`src/rtl/lane_sample_pkg.sv`:
```
package lane_sample_pkg;
  localparam int WORD_W = 64;
  localparam int ID_W   = 5;
  localparam int BC_W   = 27;
  localparam int WC_W   = 32;
  localparam int WC_LSB = 0;
  localparam int BC_LSB = WC_LSB + WC_W;
  localparam int ID_LSB = BC_LSB + BC_W;

  typedef enum logic {FR_IDLE, FR_BURST} fr_state_t;

  function automatic logic [WORD_W-1:0] pack_word(input logic [ID_W-1:0] id,
                                                  input logic [BC_W-1:0] bc,
                                                  input logic [WC_W-1:0] wc);
    return {id, bc, wc};
  endfunction

  function automatic logic [ID_W-1:0] lane_id(input logic [ID_W-1:0] base,
                                               input int unsigned lane);
    return base + ID_W'(lane);
  endfunction

  function automatic logic [BC_W-1:0] bump_bc(input logic [BC_W-1:0] v);
    return v + BC_W'(1);
  endfunction

  function automatic logic [WC_W-1:0] bump_wc(input logic [WC_W-1:0] v);
    return v + WC_W'(1);
  endfunction
endpackage

```
`src/rtl/burst_framer.sv`:
```
module burst_framer
  import lane_sample_pkg::*;
#(
  parameter int LEN_W = 8,
  parameter int GAP_W = 8
) (
  input  logic             clk,
  input  logic             rst_n,
  input  logic             enable,
  input  logic [LEN_W-1:0] cfg_len,
  input  logic [GAP_W-1:0] cfg_gap,
  output logic             valid_q,
  output logic             sob_q,
  output logic             eob_q,
  output logic             burst_start,
  output logic             word_adv
);
  fr_state_t        state;
  logic [LEN_W-1:0] remain;
  logic [GAP_W-1:0] gap_cnt;
  logic [GAP_W-1:0] gap_lat;
  logic [LEN_W-1:0] eff_len;
  logic             gap_done;
  logic             last_now;

  always_comb begin
    eff_len     = (cfg_len == '0) ? LEN_W'(1) : cfg_len;
    gap_done    = (gap_cnt == '0);
    burst_start = (state == FR_IDLE) && gap_done && enable;
    word_adv    = burst_start || (state == FR_BURST);
    if (burst_start) last_now = (eff_len == LEN_W'(1));
    else             last_now = (state == FR_BURST) && (remain == LEN_W'(1));
  end

  always_ff @(posedge clk or negedge rst_n) begin
    if (!rst_n) begin
      state   <= FR_IDLE;
      remain  <= '0;
      gap_cnt <= '0;
      gap_lat <= '0;
      valid_q <= 1'b0;
      sob_q   <= 1'b0;
      eob_q   <= 1'b0;
    end else begin
      valid_q <= word_adv;
      sob_q   <= burst_start;
      eob_q   <= word_adv && last_now;
      case (state)
        FR_IDLE: begin
          if (!gap_done) begin
            gap_cnt <= gap_cnt - GAP_W'(1);
          end else if (enable) begin
            gap_lat <= cfg_gap;
            remain  <= eff_len - LEN_W'(1);
            if (eff_len == LEN_W'(1)) gap_cnt <= cfg_gap;
            else                      state   <= FR_BURST;
          end
        end
        FR_BURST: begin
          remain <= remain - LEN_W'(1);
          if (remain == LEN_W'(1)) begin
            state   <= FR_IDLE;
            gap_cnt <= gap_lat;
          end
        end
        default: state <= FR_IDLE;
      endcase
    end
  end
endmodule

```
`src/rtl/sample_counters.sv`:
```
module sample_counters
  import lane_sample_pkg::*;
(
  input  logic            clk,
  input  logic            rst_n,
  input  logic            burst_start,
  input  logic            word_adv,
  output logic [BC_W-1:0] bc_q,
  output logic [WC_W-1:0] wc_q
);
  logic [BC_W-1:0] bc_next;

  always_ff @(posedge clk or negedge rst_n) begin
    if (!rst_n) begin
      bc_q    <= BC_W'(1);
      bc_next <= BC_W'(1);
      wc_q    <= '0;
    end else begin
      if (burst_start) begin
        bc_q    <= bc_next;
        bc_next <= bump_bc(bc_next);
      end
      if (word_adv) wc_q <= bump_wc(wc_q);
    end
  end
endmodule

```
`src/rtl/word_packer.sv`:
```
module word_packer
  import lane_sample_pkg::*;
#(
  parameter int             LANES   = 2,
  parameter logic [ID_W-1:0] ID_BASE = 5'd12
) (
  input  logic [BC_W-1:0]         bc,
  input  logic [WC_W-1:0]         wc,
  output logic [LANES*WORD_W-1:0] data
);
  for (genvar l = 0; l < LANES; l++) begin : g_lane
    assign data[l*WORD_W +: WORD_W] = pack_word(lane_id(ID_BASE, l), bc, wc);
  end
endmodule

```
`src/rtl/lane_sample_gen.sv`:
```
module lane_sample_gen
  import lane_sample_pkg::*;
#(
  parameter int              LANES   = 2,
  parameter int              LEN_W   = 8,
  parameter int              GAP_W   = 8,
  parameter logic [ID_W-1:0] ID_BASE = 5'd12
) (
  input  logic                     clk,
  input  logic                     rst_n,
  input  logic                     enable,
  input  logic [LEN_W-1:0]         cfg_burst_len,
  input  logic [GAP_W-1:0]         cfg_gap,
  output logic                     tx_valid,
  output logic                     tx_sob,
  output logic                     tx_eob,
  output logic [LANES*WORD_W-1:0]  tx_data
);
  logic            burst_start;
  logic            word_adv;
  logic [BC_W-1:0] bc_q;
  logic [WC_W-1:0] wc_q;

  burst_framer #(.LEN_W(LEN_W), .GAP_W(GAP_W)) u_framer (
    .clk(clk), .rst_n(rst_n), .enable(enable),
    .cfg_len(cfg_burst_len), .cfg_gap(cfg_gap),
    .valid_q(tx_valid), .sob_q(tx_sob), .eob_q(tx_eob),
    .burst_start(burst_start), .word_adv(word_adv)
  );

  sample_counters u_cnt (
    .clk(clk), .rst_n(rst_n), .burst_start(burst_start),
    .word_adv(word_adv), .bc_q(bc_q), .wc_q(wc_q)
  );

  word_packer #(.LANES(LANES), .ID_BASE(ID_BASE)) u_pack (
    .bc(bc_q), .wc(wc_q), .data(tx_data)
  );
endmodule

```
`config.mk`:
```
export PLATFORM = sky130hd
export DESIGN_NAME = lane_sample_gen
export DESIGN_NICKNAME = d
export VERILOG_FILES = /design/src/rtl/lane_sample_pkg.sv /design/src/rtl/burst_framer.sv /design/src/rtl/sample_counters.sv /design/src/rtl/word_packer.sv /design/src/rtl/lane_sample_gen.sv
export SDC_FILE = /design/constraint.sdc
export NUM_CORES = 1
export LEC_CHECK = 0
export ABC_CLOCK_PERIOD_IN_PS = 2900
export BUFFER_PORTS_ARGS = -buffer_cell sky130_fd_sc_hd__buf_4
export CAP_MARGIN = 20
export CORE_MARGIN = 2
export CORE_UTILIZATION = 54
export CTS_CLUSTER_SIZE = 14
export DETAILED_ROUTE_END_ITERATION = 8
export PLACE_DENSITY = 0.83
export SYNTH_ARGS = -nofsm -noshare
export SYNTH_HDL_FRONTEND = slang
export SYNTH_SLANG_ARGS = --single-unit
export TNS_END_PERCENT = 20
```
`constraint.sdc`:
```
create_clock -name clk -period 2.9 [get_ports clk]
set_input_delay 0 -clock clk [delete_from_list [all_inputs] [get_ports clk]]
set_output_delay 0 -clock clk [all_outputs]
set_load 0.005 [all_outputs]
```
# Yosys cells after proc, flatten, opt, wreduce, memory -nomap -nowiden
# Index checks and enable logic that the tools add are counted.
dict set report word_totals {
  regBits 114
  latchBits 0
  ram_bits 0
  rom_bits 0
  input_bits 19
  output_inout_bits 131
  mem_count 0
}
dict set report op_classes {
  n_addsub 5
  mul 0
  n_div 0
  n_lt_le_gt_ge 0
  n_eq_ne 7
  n_shift 0
  mux 15
  bitwise 1
  n_reduce_logical 10
}
# op n
set ops {}
lappend ops {{8-bit two-way mux} 7}
lappend ops {{32-bit by 1-bit adder with 32-bit output (second input constant)} 1}
lappend ops {{8-bit one-hot mux with 2 select lines} 2}
lappend ops {{27-bit by 1-bit adder with 27-bit output (second input constant)} 1}
lappend ops {{8-bit by 1-bit subtractor with 8-bit output (second input constant)} 3}
lappend ops {{8-bit by 1-bit == test with 1-bit output (second input constant)} 2}
lappend ops {{8-bit zero test} 2}
lappend ops {{3-bit inequality test (second input constant)} 2}
lappend ops {{3-bit AND reduction} 2}
lappend ops {{1-bit two-way mux} 5}
lappend ops {{1-bit logical AND} 4}
lappend ops {{2-bit inequality test (second input constant)} 2}
lappend ops {{2-bit by 1-bit inequality test with 1-bit output (second input constant)} 1}
lappend ops {{1-bit one-hot mux with 2 select lines} 1}
lappend ops {{2-bit AND reduction} 1}
lappend ops {{1-bit logical OR} 1}
lappend ops {{1-bit NOT} 1}

# Longest topological paths before layout
dict set report depth {
  depth_word 7
  mapped_depth 9
}

# Modules after synthesis
# From an unflattened synthesis, not the netlist that was laid out.
dict set report hier_totals {
  hier_cells 608
  area_unflattened_um2 6432.4
}
# module n_inst cells_per_inst area_per_inst_um2 seq_area_each_um2
set modules_own_cells {}
lappend modules_own_cells {sample_counters 1 280 3657.3 2154.6}
lappend modules_own_cells {burst_framer 1 198 1806.7 700.7}
lappend modules_own_cells {word_packer 1 130 968.4 0.0}

# Worst setup path before layout
# Ideal clock, no wire load.
dict set report synth_path {
  path_type {register to register}
  startpoint {register u_framer.gap_cnt[0]}
  endpoint {register u_cnt.bc_next[26]}
  arrival_ns 2.146
  required_time_ns 2.821
  path_slack_ns 0.675
  stages_incl_launch_ff 8
  path_buffers 1
  synth_period_minus_slack_ns 2.225
  path_cell_list {dfrtp_1 -> inv_1 -> ha_1 -> or4b_4 -> or4_4 -> buf_6 -> nor3_4 -> xor2_1}
}
dict set report synth_via {
  elab_chain_len 3
}
# item line
set synth_lines {}
lappend synth_lines {{from (decl)} burst_framer.sv:20} ;# logic [GAP_W-1:0] gap_cnt;
lappend synth_lines {{from (signal assigned)} burst_framer.sv:51} ;# gap_cnt <= gap_cnt - GAP_W'(1);
lappend synth_lines {{from (signal assigned)} burst_framer.sv:55} ;# if (eff_len == LEN_W'(1)) gap_cnt <= cfg_gap;
lappend synth_lines {{from (signal assigned)} burst_framer.sv:63} ;# gap_cnt <= gap_lat;
lappend synth_lines {{8-bit zero test} burst_framer.sv:28} ;# gap_done = (gap_cnt == '0);
lappend synth_lines {{1-bit logical AND (2 in series)} burst_framer.sv:29} ;# burst_start = (state == FR_IDLE) && gap_done && enable;
lappend synth_lines {{to (signal assigned)} sample_counters.sv:21} ;# bc_next <= bump_bc(bc_next);
lappend synth_lines {{to (decl)} sample_counters.sv:11} ;# logic [BC_W-1:0] bc_next;
# No other way between the ends.
# A chain may end at the register's enable or synchronous reset.

# Final worst setup path
dict set report layout_path {
  startpoint {register u_framer.gap_cnt[0]}
  endpoint {register u_cnt.bc_next[20]}
}
# The elaborated chain is that of the path after synthesis.

==> run summary <==
clock-pin slew on the worst setup and hold paths - 0.06 ns
Max clock buf depth - 2
Routed Antenna Nets - 0
WP data required - 3.22 ns
final worst-path cycle share - 0.861
CTS tree - yes
cells on worst reg2reg path - 6
PD cells - 481 mW/mm^2
skew final - 0.00808 ns
cell count after placement - 856
Max VDD drop - 0.379 mV
largest cells by area after synthesis - dfrtp_1, buf_4, nand2_1, xor2_1, xnor2_1
number of flops mapped to enable cells by yosys - 0
die height - 111 um
Cell variety after synth - 68
Ant. Diodes - 0
Power Total - 0.00366 W
WHS Path Cells - 4
final hold vios - 0
TritonRoute pass-1 iters - 4
Remaining DRCs - 0
Post-synth top flop - dfrtp_1
clk sink count - 114
DR vias/cell - 5.51
DR top layer - met4
Final min period - 2.50 ns
number of global-route vias before repair - 4796
RSZ-0062 raised after global routing - false
fraction of layout cells with a size suffix above 1 - 0.269
Slew Limit Fails - 0
Worst Hold Class - in -> reg
GRT Total Usage - 0.230
crit-path cells - inv_1, ha_1, or4b_4, or4_4, nor3_2, xor2_1
Avg Synthesized Cell Area - 9.59 um^2
clk_lat worst skew - 0.41 ns
setup_tns - 0 ns
core footprint - 0.0113 mm^2
WL final - 14100 um
Routed met1 length - 5880 um
YS warnings - 0
Post-CTS Setup Repair Bufs - 0
top cells by count, synth - nand2_1, dfrtp_1, buf_4, xor2_1, xnor2_1
Post-Layout Cell Count - 899
Synth Instances - 648
I/O Pins - 150
Final #Nets - 770
Reg area - 0.00286 mm^2
initial antenna violation count - 0
first-pass GRT wire length - 23300 um
# rows - 39
initial core utilization - 0.549
Leak Pwr - 3.80 nW
most common cell in the netlist - nand2_1
fillers - 883
CP Class - reg -> reg
Yosys top cell area share - 0.451
multi-input combinational cell area - 0.00270 mm^2
largest net degree at the start of global routing - 61
RePlAce Congestion - 0.870
max cap viols - 0
post-place instance area - 0.00694 mm^2
Critical-path top delay cell - or4_4
highest clock rate - 400 MHz
Wirelength per Cell - 15.7 um
area of the die - 0.0124 mm^2
CTS root buffer - clkbuf_16
Critical Path Max Stage Delay - 0.65 ns
Post-DP HPWL - 9680 um
worst-margin pin slew - 0.804 ns
worst endpoint data arrival time - 2.81 ns
relative slew slack - 0.459
total gr overflow - 0
starting DRC count in detailed routing - 318
status - completed
CTS HTree Levels - 4
Seq/Total Area, Yosys - 0.460
Post-Syn Area - 0.00621 mm^2
count of input and output buffers - 139
met2 wire length - 7260 um
CTS Buf Count - 17
peak fanout along the critical path - 11
Setup crit end kind - register
largest area contributor in the netlist - dfrtp_1
chip width - 111 um
WHS - 0.00772 ns
met3 wire len - 749 um
Worst setup SP type - register
#FFs+latches synth - 114
Vias - 4957
final setup vio count - 0
Synth-to-Final Area Change - 22.4%
fraction of registers with async set/reset - 1.00
final instance area - 0.00761 mm^2
repair_timing:
| item | 4_1_cts | 5_1_grt |
|---|---|---|
| endpoints found under the hold margin | 70 | 0 |
| resized for setup | 0 | 0 |
| hold buffers | 11 | 0 |
state kept, by name, indices dropped and copies added, names as in the netlist:
register          cells
u_framer.valid_q      1
u_cnt.bc_next        27
u_framer.remain       8
u_framer.gap_cnt      8
u_framer.gap_lat      8
u_framer.state        1
u_framer.eob_q        1
u_cnt.bc_q           27
u_framer.sob_q        1
u_cnt.wc_q           32
path summary, 6_finish.rpt:
path / endpoint / slack, ns / startpoint
setup / recovery: u_cnt.bc_next[20] / 0.40 / u_framer.gap_cnt[0]
hold / removal: u_framer.remain[4] / 0.008 / cfg_burst_len[4]
setup reg to reg: u_cnt.bc_next[20] / 0.40 / u_framer.gap_cnt[0]
hold reg to reg: u_cnt.bc_q[0] / 0.47 / u_cnt.bc_q[0]
max in group asynchronous: u_cnt.bc_q[0] / 1.88 / rst_n
min in group asynchronous: u_cnt.bc_q[15] / 0.21 / rst_n
where the power goes:
group / leakage (nW) / internal (W) / switching, W
registers: 1.49 / 0.00161 / 0.0000157
logic: 2.05 / 0.0000457 / 0.0000655
clock network: 0.255 / 0.00114 / 0.000783
total: 3.80 / 0.00280 / 0.000864
critical path, delay by kind of cell (launching register included):
family / cells / cell delay, ns
and+or+nand+nor: 3 / 1.45
DFF: 1 / 0.44
adders and majority gates: 1 / 0.20
xor gates and xnor gates: 1 / 0.19
buffers and inverters: 1 / 0.13
final cells by class:
type,instances,share of cell area
inverters,13,0.00642
clock buffers,19,0.0595
well taps,143,0.0235
multi-input cells,434,0.355
flip-flops and latches,114,0.375
repair buffers,163,0.166
clock inverters,13,0.0135
through the flow:
step,utilization,setup WS (ns)
after global routing,0.672,0.250
after floorplan,-,0.675
final,0.672,0.403
after detailed placement,0.613,0.421
after global placement,0.613,0.507
after CTS,0.672,0.375
layout by cell type, fill, tap and decap left out, drive strengths merged, types with 11 or more instances in the layout:
cell type and count:
buf 152, nand2 132, dfrtp 112, xor2 36
nor3 29, xnor2 28, nand3 25, nand4 24
nor2 19, clkbuf 19, inv 16, dlygate4sd3 11
logic make-up (layout without fill, tap and decap cells):
| logic type | after synthesis | in the layout | share of synthesized area |
|---|---|---|---|
| AND/OR/NAND/NOR | 293 | 293 | 0.247 |
| flip-flops | 114 | 114 | 0.460 |
| buffers and inverters | 108 | 208 | 0.112 |
| XOR/XNOR | 64 | 64 | 0.0902 |
| AO/OA/AOI/OAI | 47 | 47 | 0.0540 |
| multiplexers | 12 | 12 | 0.0203 |
| adder cells (fa/ha/maj) | 8 | 8 | 0.0161 |
| other | 2 | 10 | 0.00121 |
routing by layer:
layer,vias up,GRT usage
met3,20,0.0416
li1,2349,-
met5,-,0
met2,165,0.403
met4,0,0.0765
met1,2423,0.287
No activity file was read; power rests on OpenSTA's default activity.
